--- config.mk ---
export PLATFORM = sky130hd
export DESIGN_NAME = lvd_ctrl_reg
export DESIGN_NICKNAME = d
export VERILOG_FILES = /design/src/rtl/lvd_pkg.sv /design/src/rtl/lvd_sync.sv /design/src/rtl/lvd_flag.sv /design/src/rtl/lvd_ctl.sv /design/src/rtl/lvd_ctrl_reg.sv
export SDC_FILE = /design/constraint.sdc
export NUM_CORES = 1
export LEC_CHECK = 0
export ABC_AREA = 1
export BUFFER_PORTS_ARGS = -buffer_cell sky130_fd_sc_hd__buf_2
export CAP_MARGIN = 20
export CORE_AREA = 2 2 39 41
export DETAILED_ROUTE_END_ITERATION = 7
export DIE_AREA = 0 0 41 43
export PLACE_DENSITY = 0.58
export REMOVE_ABC_BUFFERS = 1
export SKIP_LAST_GASP = 1
export SLEW_MARGIN = 20
export SYNTH_ARGS = -nofsm -noshare
export SYNTH_HDL_FRONTEND = slang
export SYNTH_SLANG_ARGS = --single-unit
--- constraint.sdc ---
create_clock -name clk -period 1.2 [get_ports clk]
set_input_delay 0.24 -clock clk [delete_from_list [all_inputs] [get_ports clk]]
set_output_delay 0.24 -clock clk [all_outputs]
set_load 0.01 [all_outputs]
--- src/rtl/lvd_pkg.sv ---
package lvd_pkg;
  localparam int REG_W    = 8;
  localparam int FLAG_BIT = 7;
  localparam int ACK_BIT  = 6;
  localparam int IE_BIT   = 5;
  localparam int RE_BIT   = 4;
  localparam int TRIP_LSB = 0;
  localparam int TRIP_W   = 2;
  localparam int SYNC_N   = 2;

  typedef struct packed {
    logic              irq_en;
    logic              rst_en;
    logic [TRIP_W-1:0] trip;
  } lvd_ctl_t;
endpackage

--- src/rtl/lvd_sync.sv ---
module lvd_sync #(
  parameter int STAGES = 2
) (
  input  logic clk,
  input  logic rst_n,
  input  logic async_i,
  output logic sync_o
);
  logic [STAGES-1:0] chain;

  genvar g;
  generate
    for (g = 0; g < STAGES; g++) begin : g_stage
      if (g == 0) begin : g_first
        always_ff @(posedge clk or negedge rst_n) begin
          if (!rst_n) chain[0] <= 1'b0;
          else        chain[0] <= async_i;
        end
      end else begin : g_rest
        always_ff @(posedge clk or negedge rst_n) begin
          if (!rst_n) chain[g] <= 1'b0;
          else        chain[g] <= chain[g-1];
        end
      end
    end
  endgenerate

  assign sync_o = chain[STAGES-1];
endmodule

--- src/rtl/lvd_flag.sv ---
module lvd_flag (
  input  logic clk,
  input  logic rst_n,
  input  logic level_i,
  input  logic gate_off_i,
  input  logic ack_i,
  output logic flag_o
);
  logic set_ev;

  // A qualified event has priority over an acknowledge.
  assign set_ev = level_i && !gate_off_i;

  always_ff @(posedge clk or negedge rst_n) begin
    if (!rst_n)      flag_o <= 1'b0;
    else if (set_ev) flag_o <= 1'b1;
    else if (ack_i)  flag_o <= 1'b0;
  end
endmodule

--- src/rtl/lvd_ctl.sv ---
module lvd_ctl
  import lvd_pkg::*;
(
  input  logic             clk,
  input  logic             rst_n,
  input  logic             wr_i,
  input  logic [REG_W-1:0] wdata_i,
  output lvd_ctl_t         ctl_o,
  output logic             locked_o
);
  always_ff @(posedge clk or negedge rst_n) begin
    if (!rst_n) begin
      ctl_o.irq_en <= 1'b0;
      ctl_o.rst_en <= 1'b1;
      ctl_o.trip   <= '0;
      locked_o     <= 1'b0;
    end else if (wr_i) begin
      ctl_o.irq_en <= wdata_i[IE_BIT];
      ctl_o.trip   <= wdata_i[TRIP_LSB +: TRIP_W];
      if (!locked_o) ctl_o.rst_en <= wdata_i[RE_BIT];
      locked_o     <= 1'b1;
    end
  end
endmodule

--- src/rtl/lvd_ctrl_reg.sv ---
module lvd_ctrl_reg
  import lvd_pkg::*;
(
  input  logic              clk,
  input  logic              rst_n,
  input  logic              bus_sel,
  input  logic              bus_wr,
  input  logic [REG_W-1:0]  bus_wdata,
  output logic [REG_W-1:0]  bus_rdata,
  input  logic              lv_detect_i,
  input  logic              low_power_i,
  output logic              irq_o,
  output logic              reset_req_o,
  output logic [TRIP_W-1:0] trip_sel_o
);
  logic     det_sync;
  logic     flag;
  logic     wr_hit;
  logic     ack_hit;
  logic     locked;
  lvd_ctl_t ctl;

  assign wr_hit  = bus_sel && bus_wr;
  assign ack_hit = wr_hit && bus_wdata[ACK_BIT];

  lvd_sync #(.STAGES(SYNC_N)) u_sync (
    .clk(clk), .rst_n(rst_n), .async_i(lv_detect_i), .sync_o(det_sync)
  );

  lvd_flag u_flag (
    .clk(clk), .rst_n(rst_n), .level_i(det_sync), .gate_off_i(low_power_i),
    .ack_i(ack_hit), .flag_o(flag)
  );

  lvd_ctl u_ctl (
    .clk(clk), .rst_n(rst_n), .wr_i(wr_hit), .wdata_i(bus_wdata),
    .ctl_o(ctl), .locked_o(locked)
  );

  always_comb begin
    bus_rdata = '0;
    if (bus_sel) begin
      bus_rdata[FLAG_BIT]                 = flag;
      bus_rdata[IE_BIT]                   = ctl.irq_en;
      bus_rdata[RE_BIT]                   = ctl.rst_en;
      bus_rdata[TRIP_LSB +: TRIP_W]       = ctl.trip;
    end
  end

  assign irq_o       = flag && ctl.irq_en;
  assign reset_req_o = flag && ctl.rst_en;
  assign trip_sel_o  = ctl.trip;
endmodule

# Word-level counts from Yosys, hierarchy flattened

Cells that the tools add are included.

Register bits: 8
Input bits: 14
Logic and storage cells: 21

Mux-type cells: 5
Bitwise operators: 1
Reductions and logical operators: 8

Operators with widths:

| cell                | count |
|---|---|
| $logic_and A1 B1 Y1 | 5 |
| $mux W2             | 2 |
| $mux W1             | 3 |
| $reduce_and A2 Y1   | 1 |
| $reduce_bool A2 Y1  | 1 |
| $logic_not A1 Y1    | 1 |
| $not A1 Y1          | 1 |

# Depth between registers and ports, before layout

Gate-level depths: netlist of run 1.

Depth in word-level cells: 4
Gate-level depth with buffers: 4
Depth with buffers taken out: 4

# Hierarchy

A second synthesis of run 1 with hierarchy kept.

Cell total of the unflattened synthesis: 51
Area total of the unflattened synthesis: 394.1 µm²

Modules (own cells, without submodules):

| module       | times used | cells each | area each (µm²) | sequential area each (µm²) |
|---|---|---|---|---|
| lvd_ctl      | 1          | 21         | 201.4           | 126.4 |
| lvd_ctrl_reg | 1          | 22         | 98.8            | 0.0 |
| lvd_sync     | 1          | 2          | 50.0            | 50.0 |
| lvd_flag     | 1          | 6          | 43.8            | 25.0 |

# Worst setup path before layout of run 1

No wires, ideal clock.

Kind: register to output
From: register u_ctl.ctl_o[2] in the netlist's numbering
To: output port reset_req_o
Arrival: 644 ps
Setup slack: 316 ps
Cell stages (with the launch flop): 3
Buffers on the path: 0
Cells stage by stage: dfstp_2 nand2_1 inv_1

Cells in the longest elaborated chain, start to end: 1

RTL lines:

| element             | line               | RTL |
|---|---|---|
| start, declared     | lvd_ctl.sv:8       | `output lvd_ctl_t ctl_o,` |
| $logic_and A1 B1 Y1 | lvd_ctrl_reg.sv:51 | `assign reset_req_o = flag && ctl.rst_en;` |
| end, declared       | lvd_ctrl_reg.sv:13 | `output logic reset_req_o,` |

No other way between the ends.

# Final worst setup path of run 1

Ends and elaborated chain as after synthesis.

==> run summary, run 1 <==
n_diodes -> 0
worst flop-to-flop path endpoint -> u_ctl.ctl_o[2]
CTS buffer count -> 3
Tcrit/Tclk final -> 103%
dpl ws -> 0.226 ns
synth unique cells -> 9
Yosys top cell area share -> 44.4%
critical path type -> reg -> out
CTS tree -> built
Max stage delay on crit path -> 0.54 ns
clock buffer depth -> 2
CORE AREA -> 0.00138 sq mm
most frequent cells in the layout -> 20 x nand2_1, 19 x buf_2, 9 x inv_1
leakage power -> 0.336 nW
Final Hold Viols -> 0
VDD IR-drop max -> 0.540 mV
outcome -> complete, but fails checks
final WL -> 713 um
Synth-to-Final Area Change -> 27.9%
worst reg-to-reg path cell count -> 2
total power -> 0.000627 W
data required time at the worst endpoint -> 0.96 ns
initial antenna violation count -> 0
gpl congestion -> 0.692
vias -> 332
commonest non-fill, non-tap cell in the layout -> nand2_1
# Max-Cap Violations -> 0
clk_lat worst skew -> 0.25 ns
final core occ -> 36.4%
Die Width -> 41 um
FP Rows -> 14
Reg2Reg Setup Slack -> 0.51 ns
TritonCTS Sinks -> 8
GRT Overall Usage -> 9.43%
Slowest cell on crit path -> dfstp_2
worst r2r src -> u_ctl.ctl_o[2]
Metal-1 WL -> 345 um
FILL cells -> 151
Inst Count DP -> 81
DRT antenna net count -> 0
largest net degree at the start of global routing -> 13
Hold Path Class -> in -> reg
DR iter-0 viols -> 7
drt first pass iters -> 4
Critical Path Sink -> reset_req_o
met2 routed WL -> 302 um
CP startpoint kind -> flop
DR DRC count -> 0
IO Pins -> 26
Fin Clk Skew -> 0.000277 ns
Top Layer Used -> met3
Synth Instances -> 50
Ys Warns -> 0
final std cells w/o fill -> 86
final slew viol count -> 0
metal3 WL -> 66 um
DP HPWL -> 506 um
die area -> 0.00176 sq mm
first-pass GRT wire length -> 1120 um
H-tree level count -> 1
GR Overflow Total -> 0
Die Y -> 43 um
routed wire length per instance -> 8.29 um
Placed Area -> 468 sq um
port bufs -> 19
Syn Area/Cell -> 7.88 sq um
post-CTS sizing -> 0
clock root cell -> clkbuf_4
RSZ-0062 raised after global routing -> yes
time the worst path needs with I/O delays and setup -> 1.24 ns
Vias/cell -> 3.86
CP max FO -> 3
power density over the cells -> 1240 mW/mm^2
Synth Register Bits -> 8
crit path capture type -> output port
Finished Cell Area -> 504 sq um
initial core utilization -> 28.5%
synth top area cells -> dfrtp_1 44%, nand2_1 19%, buf_4 9.5%
Post-Syn Area -> 394 sq um
violated checks -> negative setup slack
f_max -> 809 MHz
vias in the first global route -> 277
Worst EP arrival -> 1.00 ns
Critical Path Source -> u_ctl.ctl_o[2]
setup violators final -> 2
fin worst setup slack -> -0.0367 ns
Synth area leader -> dfrtp_1
layout cell share with drive strength beyond 1 -> 32.9%
Layout Nets -> 85
worst-path cell chain -> nand2_1 > inv_1 > buf_2
post-synthesis sequential area ratio -> 51.1%
clock-pin slew on the worst setup and hold paths -> 0.06 ns
## critical path: cells and delay by family (launching register included)
family	cells	cell delay, ns
DFF	1	0.54
buffers and inverters	2	0.16
and+or+nand+nor	1	0.05
## cells by family after synthesis
family,count (synthesis),synth area share [%]
buf+inv,15,21.0
simple gates,26,27.0
flops,8,51.1
other cells,1,0.951
## cell usage after synthesis (all sizes together)
library cell   n
conb           1
nand3          5
dfrtp          7
nand2         20
nand4          1
buf            6
dfstp          1
inv            9
## per-stage QoR
step	setup TNS [ns]	hold slack, ns
after floorplan	0	-0.0556
after global placement	0	0.0890
after detailed placement	0	0.0918
after CTS	-0.0877	0.0858
after global routing	-0.175	0.0693
final	-0.0717	0.0911
## sequential cells by signal (all words and copies together), names as in the netlist
signal,cells
u_ctl.ctl_o,4
u_ctl.locked_o,1
u_flag.flag_o,1
u_sync.chain,1
u_sync.sync_o,1
## layout make-up
| class | instances | area [sq um] | area share [%] |
|---|---|---|---|
| Clock buffer | 4 | 26.3 | 5.21 |
| Timing Repair Buffer | 20 | 105 | 20.8 |
| Sequential cell | 8 | 201 | 40.0 |
| Tap cell | 16 | 20.0 | 3.97 |
| Multi-Input combinational cell | 29 | 118 | 23.3 |
| Inverter | 9 | 33.8 | 6.70 |
## per-layer routing
| layer | GRT usage [%] | up-vias |
|---|---|---|
| li1 | - | 180 |
| met1 | 14.0 | 134 |
| met2 | 12.2 | 18 |
| met3 | 3.14 | 0 |
| met4 | 4.00 | 0 |
| met5 | 0 | - |
## worst min-delay path by stage
stage,slack (ns),cells past startpoint,endpoint,start
final,0.09,1,u_sync.chain[0],lv_detect_i
after global routing,0.07,1,u_sync.chain[0],lv_detect_i
after CTS,0.09,1,u_sync.chain[0],lv_detect_i
after detailed placement,0.09,1,u_ctl.ctl_o[1],rst_n
after global placement,0.09,1,u_ctl.ctl_o[0],rst_n
after floorplan,-0.06,0,u_ctl.ctl_o[0],rst_n
## report_power, final
group	switching, W	internal (W)
clock network	0.0000937	0.000127
logic	0.0000585	0.0000437
registers	0.0000141	0.000290
total	0.000166	0.000461
## what timing repair did
action                     4_1_cts  5_1_grt
hold buffers                     1        0
setup endpoints to repair        2        2
setup buffers                    0        0
gates cloned                     0        0
hold endpoints to repair         7        0
No activity file was read; power rests on OpenSTA's default activity.
==> run 2: changes to the inputs <==
Clock period 1.2 ns to 1.4 ns, I/O delays scaled along.
==> run summary, run 2 (synthesis gave the netlist of run 1 again) <==
outcome -> complete, no violations (was complete, but fails checks)
VDD IR-drop max -> 0.482 mV (was 0.540 mV)
setup TNS -> 0 ns (was -0.0717 ns)
clock-pin slew on the worst setup and hold paths -> 0.06 ns (about the same)
leakage power -> 0.336 nW (unchanged)
DP HPWL -> 500 um (was 506 um)
setup violators final -> 0 (was 2)
largest register by flop count -> u_ctl.ctl_o (unchanged)
vias -> 335 (was 332)
Layout Nets -> 85 (unchanged)
Largest register FFs -> 4 (unchanged)
clk_lat worst skew -> 0.24 ns (was 0.25 ns)
port bufs -> 19 (unchanged)
die area -> 0.00176 sq mm (unchanged)
routed wire length per instance -> 8.23 um (was 8.29 um)
critical path type -> reg -> out (unchanged)
FP Rows -> 14 (unchanged)
Tcrit/Tclk final -> 90.8%
CORE AREA -> 0.00138 sq mm (unchanged)
DRT antenna net count -> 0 (unchanged)
n_diodes -> 0 (unchanged)
Fin Clk Skew -> 0.000229 ns (was 0.000277 ns)
initial core utilization -> 28.5% (unchanged)
Final Hold Viols -> 0 (unchanged)
final slew viol count -> 0 (unchanged)
WHS -> 0.130 ns (was 0.0911 ns)
Die Y -> 43 um (unchanged)
NetSw -> 0.000141 W (was 0.000166 W)
final WL -> 708 um (was 713 um)
hold-critical path depth -> 1 (unchanged)
share of power burned in registers -> 48.8% (was 48.5%)
CTS tree -> built (unchanged)
GR Overflow Total -> 0 (unchanged)
vias in the first global route -> 272 (was 277)
combinational power share -> 16.3% (about the same)
clock buffer depth -> 2 (unchanged)
gpl congestion -> 0.692 (about the same)
Internal -> 0.000395 W (was 0.000461 W)
DR iter-0 viols -> 2 (was 7)
GRT Overall Usage -> 9.33% (was 9.43%)
power density over the cells -> 1060 mW/mm^2 (was 1240 mW/mm^2)
Vias/cell -> 3.90 (was 3.86)
setup bufs post-CTS -> 0 (unchanged)
worst reg-to-reg path cell count -> 2 (unchanged)
most frequent cells in the layout -> 20 x nand2_1, 19 x buf_2, 9 x inv_1 (unchanged)
commonest non-fill, non-tap cell in the layout -> nand2_1 (unchanged)
Reg2Reg Setup Slack -> 0.71 ns (was 0.51 ns)
Die Width -> 41 um (unchanged)
first-pass GRT wire length -> 1120 um (about the same)
Clk pwr share -> 35.0% (was 35.2%)
crit path capture type -> output port (unchanged)
IO Pins -> 26 (unchanged)
data required time at the worst endpoint -> 1.12 ns (was 0.96 ns)
largest net degree at the start of global routing -> 13 (unchanged)
f_max -> 786 MHz
clock root cell -> clkbuf_4 (unchanged)
Hold Path Class -> in -> reg (unchanged)
RSZ-0062 raised after global routing -> no (was yes)
DR DRC count -> 0 (unchanged)
Synth-to-Final Area Change -> 27.9% (unchanged)
Net Sw Frac -> 26.3% (was 26.5%)
time the worst path needs with I/O delays and setup -> 1.27 ns
TritonCTS Sinks -> 8 (unchanged)
initial antenna violation count -> 0 (unchanged)
H-tree level count -> 1 (unchanged)
CP startpoint kind -> flop (unchanged)
drt first pass iters -> 2 (was 4)
layout cell share with drive strength beyond 1 -> 32.9% (unchanged)
Worst EP arrival -> 0.99 ns (was 1.00 ns)
# Max-Cap Violations -> 0 (unchanged)
CP max FO -> 3 (unchanged)
CTS buffer count -> 3 (unchanged)
==> run 2: cell counts in the layout (fill, tap and decap cells not counted) <==
No cell type changed its count.
==> run 2: stage by stage <==
step / total power, W / utilization [%] / setup slack [ns] / instances / cell area (sq um)
global placement: 0.000350 / 33.8 / 0.391 / 81 / 468
floorplan: 0.000303 / - / 0.476 / 46 / 353
finish: 0.000536 / 36.4 / 0.128 / 86 / 504
detailed placement: 0.000351 / 33.8 / 0.387 / 81 / 468
global route: 0.000586 / 36.4 / 0.0650 / 86 / 504
CTS: 0.000547 / 36.4 / 0.116 / 86 / 504
==> run 2: per-layer routing <==
layer / global-route usage (%) / routed length, um
met3: 3.14 / 62
met5: 0 / 0
met4: 4.00 / 0
met2: 11.9 / 301
met1: 14.0 / 344
==> run 2: critical path, stage by stage, from the launching register on <==
cell,delay [ns]
dfstp_2,0.53
nand2_1,0.05
inv_1,0.05
buf_2,0.11
==> run 2: area by class of cell <==
class                   instances  area [sq um]
fillers                       149           880
flip-flops and latches          8           201
multi-input cells              29           118
repair buffers                 20           105
inverters                       9          33.8
clock buffers                   4          26.3
well taps                      16          20.0
==> run 2: what timing repair did <==
item                      CTS  global route
gates resized for setup     0             0
hold buffers                1             0
hold endpoints to repair    7             0
==> run 2: path summary, 6_finish.rpt <==
check,startpoint,endpoint
hold / removal,lv_detect_i,u_sync.chain[0]
setup reg to reg,u_ctl.ctl_o[2],u_ctl.ctl_o[2]
max in group asynchronous,rst_n,u_ctl.ctl_o[2]
hold reg to reg,u_sync.chain[0],u_sync.sync_o
min in group asynchronous,rst_n,u_sync.chain[0]
setup / recovery,u_ctl.ctl_o[2],bus_rdata[4]
==> run 2: power groups by stage <==
| stage | sequential [W] | combinational (W) | clock (W) |
|---|---|---|---|
| final | 0.000261 | 0.0000873 | 0.000187 |
| after global routing | 0.000263 | 0.000101 | 0.000221 |
| after CTS | 0.000261 | 0.0000885 | 0.000197 |
| after detailed placement | 0.000264 | 0.0000864 | 0 |
| after global placement | 0.000264 | 0.0000851 | 0 |
| after floorplan | 0.000266 | 0.0000363 | 0 |
